$ cat src/rtl/sdc_pkg.sv
package sdc_pkg;
  typedef enum logic [2:0] {
    ST_OK      = 3'd0,
    ST_NORSP   = 3'd1,
    ST_CRC     = 3'd2,
    ST_ILLEGAL = 3'd3,
    ST_ERASE   = 3'd4,
    ST_PARAM   = 3'd5
  } stat_e;

  localparam logic [1:0] RT_R1  = 2'd0;
  localparam logic [1:0] RT_R1B = 2'd1;
  localparam logic [1:0] RT_R3  = 2'd2;
  localparam logic [1:0] RT_R7  = 2'd3;

  localparam logic [7:0] FILL = 8'hFF;

  function automatic logic is_fatal(stat_e s);
    return (s == ST_NORSP) || (s == ST_CRC) || (s == ST_ILLEGAL);
  endfunction
endpackage

$ cat src/rtl/sdc_frame.sv
module sdc_frame (
  input  logic [5:0]  idx,
  input  logic [31:0] arg,
  input  logic [2:0]  pos,
  output logic [7:0]  tx_o
);
  logic [7:0] tail;

  always_comb begin
    if (idx == 6'd0)      tail = 8'h95;
    else if (idx == 6'd8) tail = 8'h87;
    else                  tail = 8'hFF;
  end

  always_comb begin
    case (pos)
      3'd0:    tx_o = {2'b01, idx};
      3'd1:    tx_o = arg[31:24];
      3'd2:    tx_o = arg[23:16];
      3'd3:    tx_o = arg[15:8];
      3'd4:    tx_o = arg[7:0];
      default: tx_o = tail;
    endcase
  end
endmodule

$ cat src/rtl/sdc_classify.sv
module sdc_classify
  import sdc_pkg::*;
(
  input  logic [7:0] r1,
  output stat_e      stat
);
  always_comb begin
    if (r1 == 8'hFF)            stat = ST_NORSP;
    else if (r1[3])             stat = ST_CRC;
    else if (r1[2])             stat = ST_ILLEGAL;
    else if (r1[1] || r1[4])    stat = ST_ERASE;
    else if (r1[5] || r1[6])    stat = ST_PARAM;
    else                        stat = ST_OK;
  end
endmodule

$ cat src/rtl/sdc_cmd_engine.sv
module sdc_cmd_engine
  import sdc_pkg::*;
#(
  parameter int POLL_MAX    = 16,
  parameter int RETRIES     = 3,
  parameter int READY_POLLS = 64,
  parameter int BUSY_POLLS  = 4096
) (
  input  logic        clk,
  input  logic        rst_n,
  input  logic        req_valid,
  output logic        req_ready,
  input  logic [5:0]  req_idx,
  input  logic [31:0] req_arg,
  input  logic        req_app,
  input  logic [1:0]  req_rtype,
  output logic        xchg_valid,
  input  logic        xchg_ready,
  output logic [7:0]  xchg_tx,
  input  logic [7:0]  xchg_rx,
  output logic        cs_n,
  output logic        done,
  output logic [7:0]  rsp_r1,
  output logic [31:0] rsp_word,
  output logic [2:0]  rsp_status
);
  localparam int MAXA  = (READY_POLLS > BUSY_POLLS) ? READY_POLLS : BUSY_POLLS;
  localparam int MAXP  = (MAXA > POLL_MAX) ? MAXA : POLL_MAX;
  localparam int CNT_W = $clog2(MAXP) + 1;
  localparam int TRY_W = $clog2(RETRIES) + 1;

  typedef enum logic [3:0] {
    S_IDLE, S_READY, S_SEND, S_STUFF, S_POLL, S_APPW, S_TAIL, S_BUSY, S_REL, S_DONE
  } state_e;

  state_e            st;
  logic [5:0]        idx_q;
  logic [31:0]       arg_q;
  logic              app_q, pre_q, keep_q;
  logic [1:0]        rtype_q;
  logic [2:0]        pos;
  logic [CNT_W-1:0]  cnt;
  logic [TRY_W-1:0]  tries;
  logic [7:0]        r1_q;
  logic [31:0]       word_q;
  stat_e             stat_q;
  logic              cs_n_q;

  logic [7:0]  frame_byte;
  logic [7:0]  poll_byte;
  stat_e       stat_w;
  stat_e       stat_sel;
  logic        xfer, fin_keep, poll_end;

  sdc_frame u_frame (
    .idx  (pre_q ? 6'd55 : idx_q),
    .arg  (pre_q ? 32'd0 : arg_q),
    .pos  (pos),
    .tx_o (frame_byte)
  );

  assign poll_byte = xchg_rx[7] ? FILL : xchg_rx;

  sdc_classify u_cls (
    .r1   (poll_byte),
    .stat (stat_w)
  );

  assign xchg_valid = (st != S_IDLE) && (st != S_DONE);
  assign xchg_tx    = (st == S_SEND) ? frame_byte : FILL;
  assign xfer       = xchg_valid && xchg_ready;
  assign req_ready  = (st == S_IDLE);
  assign done       = (st == S_DONE);
  assign cs_n       = cs_n_q;
  assign rsp_r1     = r1_q;
  assign rsp_word   = word_q;
  assign rsp_status = stat_q;
  assign stat_sel   = (st == S_POLL) ? stat_w : stat_q;
  assign fin_keep   = keep_q && (stat_sel == ST_OK);
  assign poll_end   = !xchg_rx[7] || (cnt == CNT_W'(POLL_MAX - 1));

  always_ff @(posedge clk) begin
    if (!rst_n) begin
      st      <= S_IDLE;
      idx_q   <= '0;
      arg_q   <= '0;
      app_q   <= 1'b0;
      pre_q   <= 1'b0;
      keep_q  <= 1'b0;
      rtype_q <= RT_R1;
      pos     <= '0;
      cnt     <= '0;
      tries   <= '0;
      r1_q    <= '0;
      word_q  <= '0;
      stat_q  <= ST_OK;
      cs_n_q  <= 1'b1;
    end else begin
      case (st)
        S_IDLE: if (req_valid) begin
          idx_q   <= req_idx;
          arg_q   <= req_arg;
          app_q   <= req_app;
          rtype_q <= req_rtype;
          keep_q  <= (!req_app && (req_idx == 6'd9 || req_idx == 6'd17 || req_idx == 6'd18 ||
                                   req_idx == 6'd24 || req_idx == 6'd25)) ||
                     (req_app && req_idx == 6'd22);
          word_q  <= '0;
          r1_q    <= FILL;
          stat_q  <= ST_OK;
          cs_n_q  <= 1'b0;
          tries   <= '0;
          cnt     <= '0;
          pos     <= '0;
          pre_q   <= req_app;
          st      <= (req_idx == 6'd12) ? S_SEND : S_READY;
        end
        S_READY, S_APPW: if (xfer) begin
          if (xchg_rx == FILL || cnt == CNT_W'(READY_POLLS - 1)) begin
            cnt <= '0;
            pos <= '0;
            if (st == S_APPW) pre_q <= 1'b0;
            st  <= S_SEND;
          end else begin
            cnt <= cnt + 1'b1;
          end
        end
        S_SEND: if (xfer) begin
          if (pos == 3'd5) begin
            pos <= '0;
            cnt <= '0;
            st  <= (!pre_q && idx_q == 6'd12) ? S_STUFF : S_POLL;
          end else begin
            pos <= pos + 1'b1;
          end
        end
        S_STUFF: if (xfer) begin
          cnt <= '0;
          st  <= S_POLL;
        end
        S_POLL: if (xfer) begin
          if (!poll_end) begin
            cnt <= cnt + 1'b1;
          end else if (pre_q) begin
            cnt <= '0;
            st  <= S_APPW;
          end else if (poll_byte == FILL && tries != TRY_W'(RETRIES - 1)) begin
            tries <= tries + 1'b1;
            pos   <= '0;
            pre_q <= app_q;
            st    <= S_SEND;
          end else begin
            r1_q   <= poll_byte;
            stat_q <= stat_w;
            cnt    <= '0;
            if (is_fatal(stat_w)) begin
              cs_n_q <= 1'b1;
              st     <= S_REL;
            end else if (rtype_q == RT_R3 || rtype_q == RT_R7) begin
              st <= S_TAIL;
            end else if (rtype_q == RT_R1B) begin
              st <= S_BUSY;
            end else if (fin_keep) begin
              st <= S_DONE;
            end else begin
              cs_n_q <= 1'b1;
              st     <= S_REL;
            end
          end
        end
        S_TAIL, S_BUSY: if (xfer) begin
          if (st == S_TAIL) word_q <= {word_q[23:0], xchg_rx};
          if ((st == S_TAIL && cnt == CNT_W'(3)) ||
              (st == S_BUSY && (xchg_rx == FILL || cnt == CNT_W'(BUSY_POLLS - 1)))) begin
            cnt <= '0;
            if (fin_keep) begin
              st <= S_DONE;
            end else begin
              cs_n_q <= 1'b1;
              st     <= S_REL;
            end
          end else begin
            cnt <= cnt + 1'b1;
          end
        end
        S_REL: if (xfer) st <= S_DONE;
        default: st <= S_IDLE;
      endcase
    end
  end
endmodule

$ cat config.mk
export PLATFORM = sky130hd
export DESIGN_NAME = sdc_cmd_engine
export DESIGN_NICKNAME = d
export VERILOG_FILES = /design/src/rtl/sdc_pkg.sv /design/src/rtl/sdc_frame.sv /design/src/rtl/sdc_classify.sv /design/src/rtl/sdc_cmd_engine.sv
export SDC_FILE = /design/constraint.sdc
export NUM_CORES = 1
export LEC_CHECK = 0
export BUFFER_PORTS_ARGS = -buffer_cell sky130_fd_sc_hd__buf_2
export CELL_PAD_IN_SITES_DETAIL_PLACEMENT = 0
export CELL_PAD_IN_SITES_GLOBAL_PLACEMENT = 1
export CORE_UTILIZATION = 40
export CTS_CLUSTER_SIZE = 10
export DETAILED_ROUTE_END_ITERATION = 12
export PLACE_DENSITY = 0.82
export SLEW_MARGIN = 20
export SYNTH_ARGS = -nofsm -noshare
export SYNTH_HDL_FRONTEND = slang
export SYNTH_SLANG_ARGS = --single-unit
$ cat constraint.sdc
create_clock -name clk -period 4.13 [get_ports clk]
set_input_delay 0.413 -clock clk [delete_from_list [all_inputs] [get_ports clk]]
set_output_delay 0.413 -clock clk [all_outputs]
set_load 0.02 [all_outputs]
==> impl_results.md <==
- Placed Cells: ~930
- CTS H-Tree Depth: 3
- Total track usage: 21.9%
- Most common cell after layout, fill and taps aside: nand2_1
- Syn_nets: ~760
- Register bit total from synthesis: 110
- Most frequent cells in the layout: nand2_1 (146), dfxtp_1 (110), buf_2 (107), a21oi_1 (103), nand3_1 (49)
- Post-CTS Setup Inserts: 0
- Antenna diodes: 0
- RSZ-0062 raised after global routing: no
- Startpoint Class: flop
- Max-cap violations: 0
- Netlist cell types: 73
- Post-synth ARST share: 0%
- Die Width: between 100 and 150 microns
- Post-layout min period: 2.98 ns
- GRT Residual Overflow: 0
- Avg WL per Cell: 16.0 microns
- Crit Path Class: flop to output pin
- Syn_area_per_cell: between 7 and 8 sq um
- Post-Route WL: 15200 microns
- Core ar.: 13200 sq um
- Share of cells above drive strength 1: 20.3%
- Worst-Margin Slew: about 0.91 ns
- GP Congestion: 0.883
- Vias in the first global route: approximately 5000
- Final hold violations: 0
- Setup TNS: 0 ns
- Nets: 825
- Crit-path max FO: 12
- Power per cell area: ~540 nW/um^2
- Drt first pass iters: 5
- Crit. End Element: output pin
- CTS tree: done
- Root buf cell: clkbuf_16
- Worst vdd ir: about 210 uV
- Fin crit share: 72.1%
- Residual DRC: 0
- Critical Path AT: 2.56 ns
- Cts bufs inserted: 9
- Antenna Violating Nets Remaining: 0
- Number of synthesized flops with an enable pin: 0
- Cell leakage power: about 2.3 nW
- Syn Inst Count: ~700
- Run status: complete, no violations
- DR vias/cell: 5.64
- Prevailing post-synth register cell: dfxtp_1
- Hold slack: 0.290 ns
- Std cell rows: 42
- Worst-path clk slew: about 0.080 ns
- CTS Hold Bufs: 0
- Post-cts sizing count: 0
- Rel. slew slack: 39.4%
- Final slew viol count: 0
- Post-route insts no fill: 949
- IO Port Bufs: 107
- Vias post-DR: 5355
- DPL Wire Length: about 11000 microns
- Die Area: 14100 sq um
- Hold Path Class: input port to flop
- Yosys Warn Count: 0
- WP data required: 3.72 ns
- Initial DRC count: 446
- Die Ht: 119 microns
- Global-route wire length before repair: 25000 microns
- CTS sink cnt: 110
- Largest net degree at the start of global routing: 65
- Post-Syn Area: between 5000 and 6000 sq um
- Antenna violations before repair: 0
- Final setup vio count: 0
- Area Overhead vs Synth: 15.7%
- Max Freq: 0.336 GHz
- Worst-Skew Late Latency: around 0.35 ns
- Initial core utilization: about 41%
- # fillers: 1351
- Sequential area share after synthesis: 40.4%
- Maximum clock path buffer count: 2
- Top Ports: 108
- Skew final: 0.00512 ns
layer usage:
metal	up-vias	part of all wire [%]	global-route usage, %
li1	2648	-	-
met1	2529	47	29.2
met2	164	47	36.3
met3	14	5.2	3.19
met4	0	1.3	6.72
met5	-	0	0
per-stage QoR:
step | power (mW) | utilization (%) | setup slack (ns) | area (sq um)
2_1_floorplan | 2.22 | - | 1.78 | 5450
3_3_place_gp | 2.48 | 45.3 | 1.51 | 6000
3_5_place_dp | 2.51 | 45.3 | 1.44 | 6000
4_1_cts | 3.41 | 47.6 | 1.16 | 6300
5_1_grt | 3.60 | 47.6 | 0.972 | 6300
6_report | 3.39 | 47.6 | 1.15 | 6300
worst max-delay path, cell delays in order, from the launching register on:
cell,delay [ns]
dfxtp_1,0.56
inv_1,0.21
ha_1,0.37
a21oi_1,0.30
inv_1,0.09
or3_1,0.35
a21o_1,0.18
buf_2,0.15
layout make-up:
| cell class | count | area [sq um] | share of cell area (%) |
|---|---|---|---|
| multi-input combinational | 525 | 2970 | 47.1 |
| sequential | 110 | 2200 | 34.9 |
| timing repair buffer | 112 | 573 | 9.09 |
| clock buffer | 9 | 225 | 3.57 |
| tap | 176 | 220 | 3.49 |
| clock inverter | 7 | 77.6 | 1.23 |
| inverter | 10 | 38.8 | 0.615 |
kinds of logic after synthesis:
family	count (synthesis)	share of synthesized area (%)
AOI/OAI and AO/OA	189	21.8
muxes	7	1.31
xor gates and xnor gates	2	0.321
and+or+nand+nor	323	30.0
DFF	110	40.4
buffers and inverters	64	5.23
adders and majority gates	4	0.918
path summary, 6_finish.rpt:
check                                               start                        end  slack, ns  depth (start not counted)
worst min register to register  rsp_word[28]$_SDFFE_PN0P_  rsp_word[28]$_SDFFE_PN0P_       0.45                          2
worst min-delay path                          req_arg[14]     arg_q[14]$_SDFFE_PN0P_       0.29                          3
worst max-delay path                  pos[2]$_SDFFE_PN0P_                 xchg_tx[1]       1.15                          7
worst max register to register         st[1]$_SDFFE_PN0P_        cnt[3]$_SDFFE_PN0P_       1.37                          7
where the power goes:
part           switching (mW)  internal [mW]  leakage [nW]
registers               0.146           1.20         0.896
logic                   0.736          0.409          1.29
clock network           0.419          0.480         0.153
total                    1.30           2.09          2.34
registers in the layout, summed over array words and instances, names as in the netlist:
name and count:
app_q 1, cs_n 1, tries 3, rsp_r1 8
idx_q 6, pre_q 1, st 4, rsp_word 32
rtype_q 2, pos 3, cnt 13, keep_q 1
arg_q 32, rsp_status 3
cell usage after synthesis, types with 6 or more instances:
| cell type | count | area, sq um |
|---|---|---|
| a21oi_1 | 103 | 515 |
| a22oi_1 | 7 | 52.6 |
| buf_2 | 9 | 45.0 |
| clkbuf_1 | 38 | 143 |
| dfxtp_1 | 110 | 2200 |
| inv_1 | 10 | 37.5 |
| mux2i_1 | 6 | 60.1 |
| nand2_1 | 147 | 552 |
| nand2b_1 | 7 | 43.8 |
| nand3_1 | 49 | 245 |
| nand3b_1 | 6 | 45.0 |
| nand4_1 | 7 | 43.8 |
| nor2_1 | 29 | 109 |
| nor3_1 | 12 | 60.1 |
| nor4_1 | 7 | 43.8 |
| o21ai_0 | 23 | 115 |
| or3_1 | 10 | 62.6 |
No activity file was read; power rests on OpenSTA's default activity.
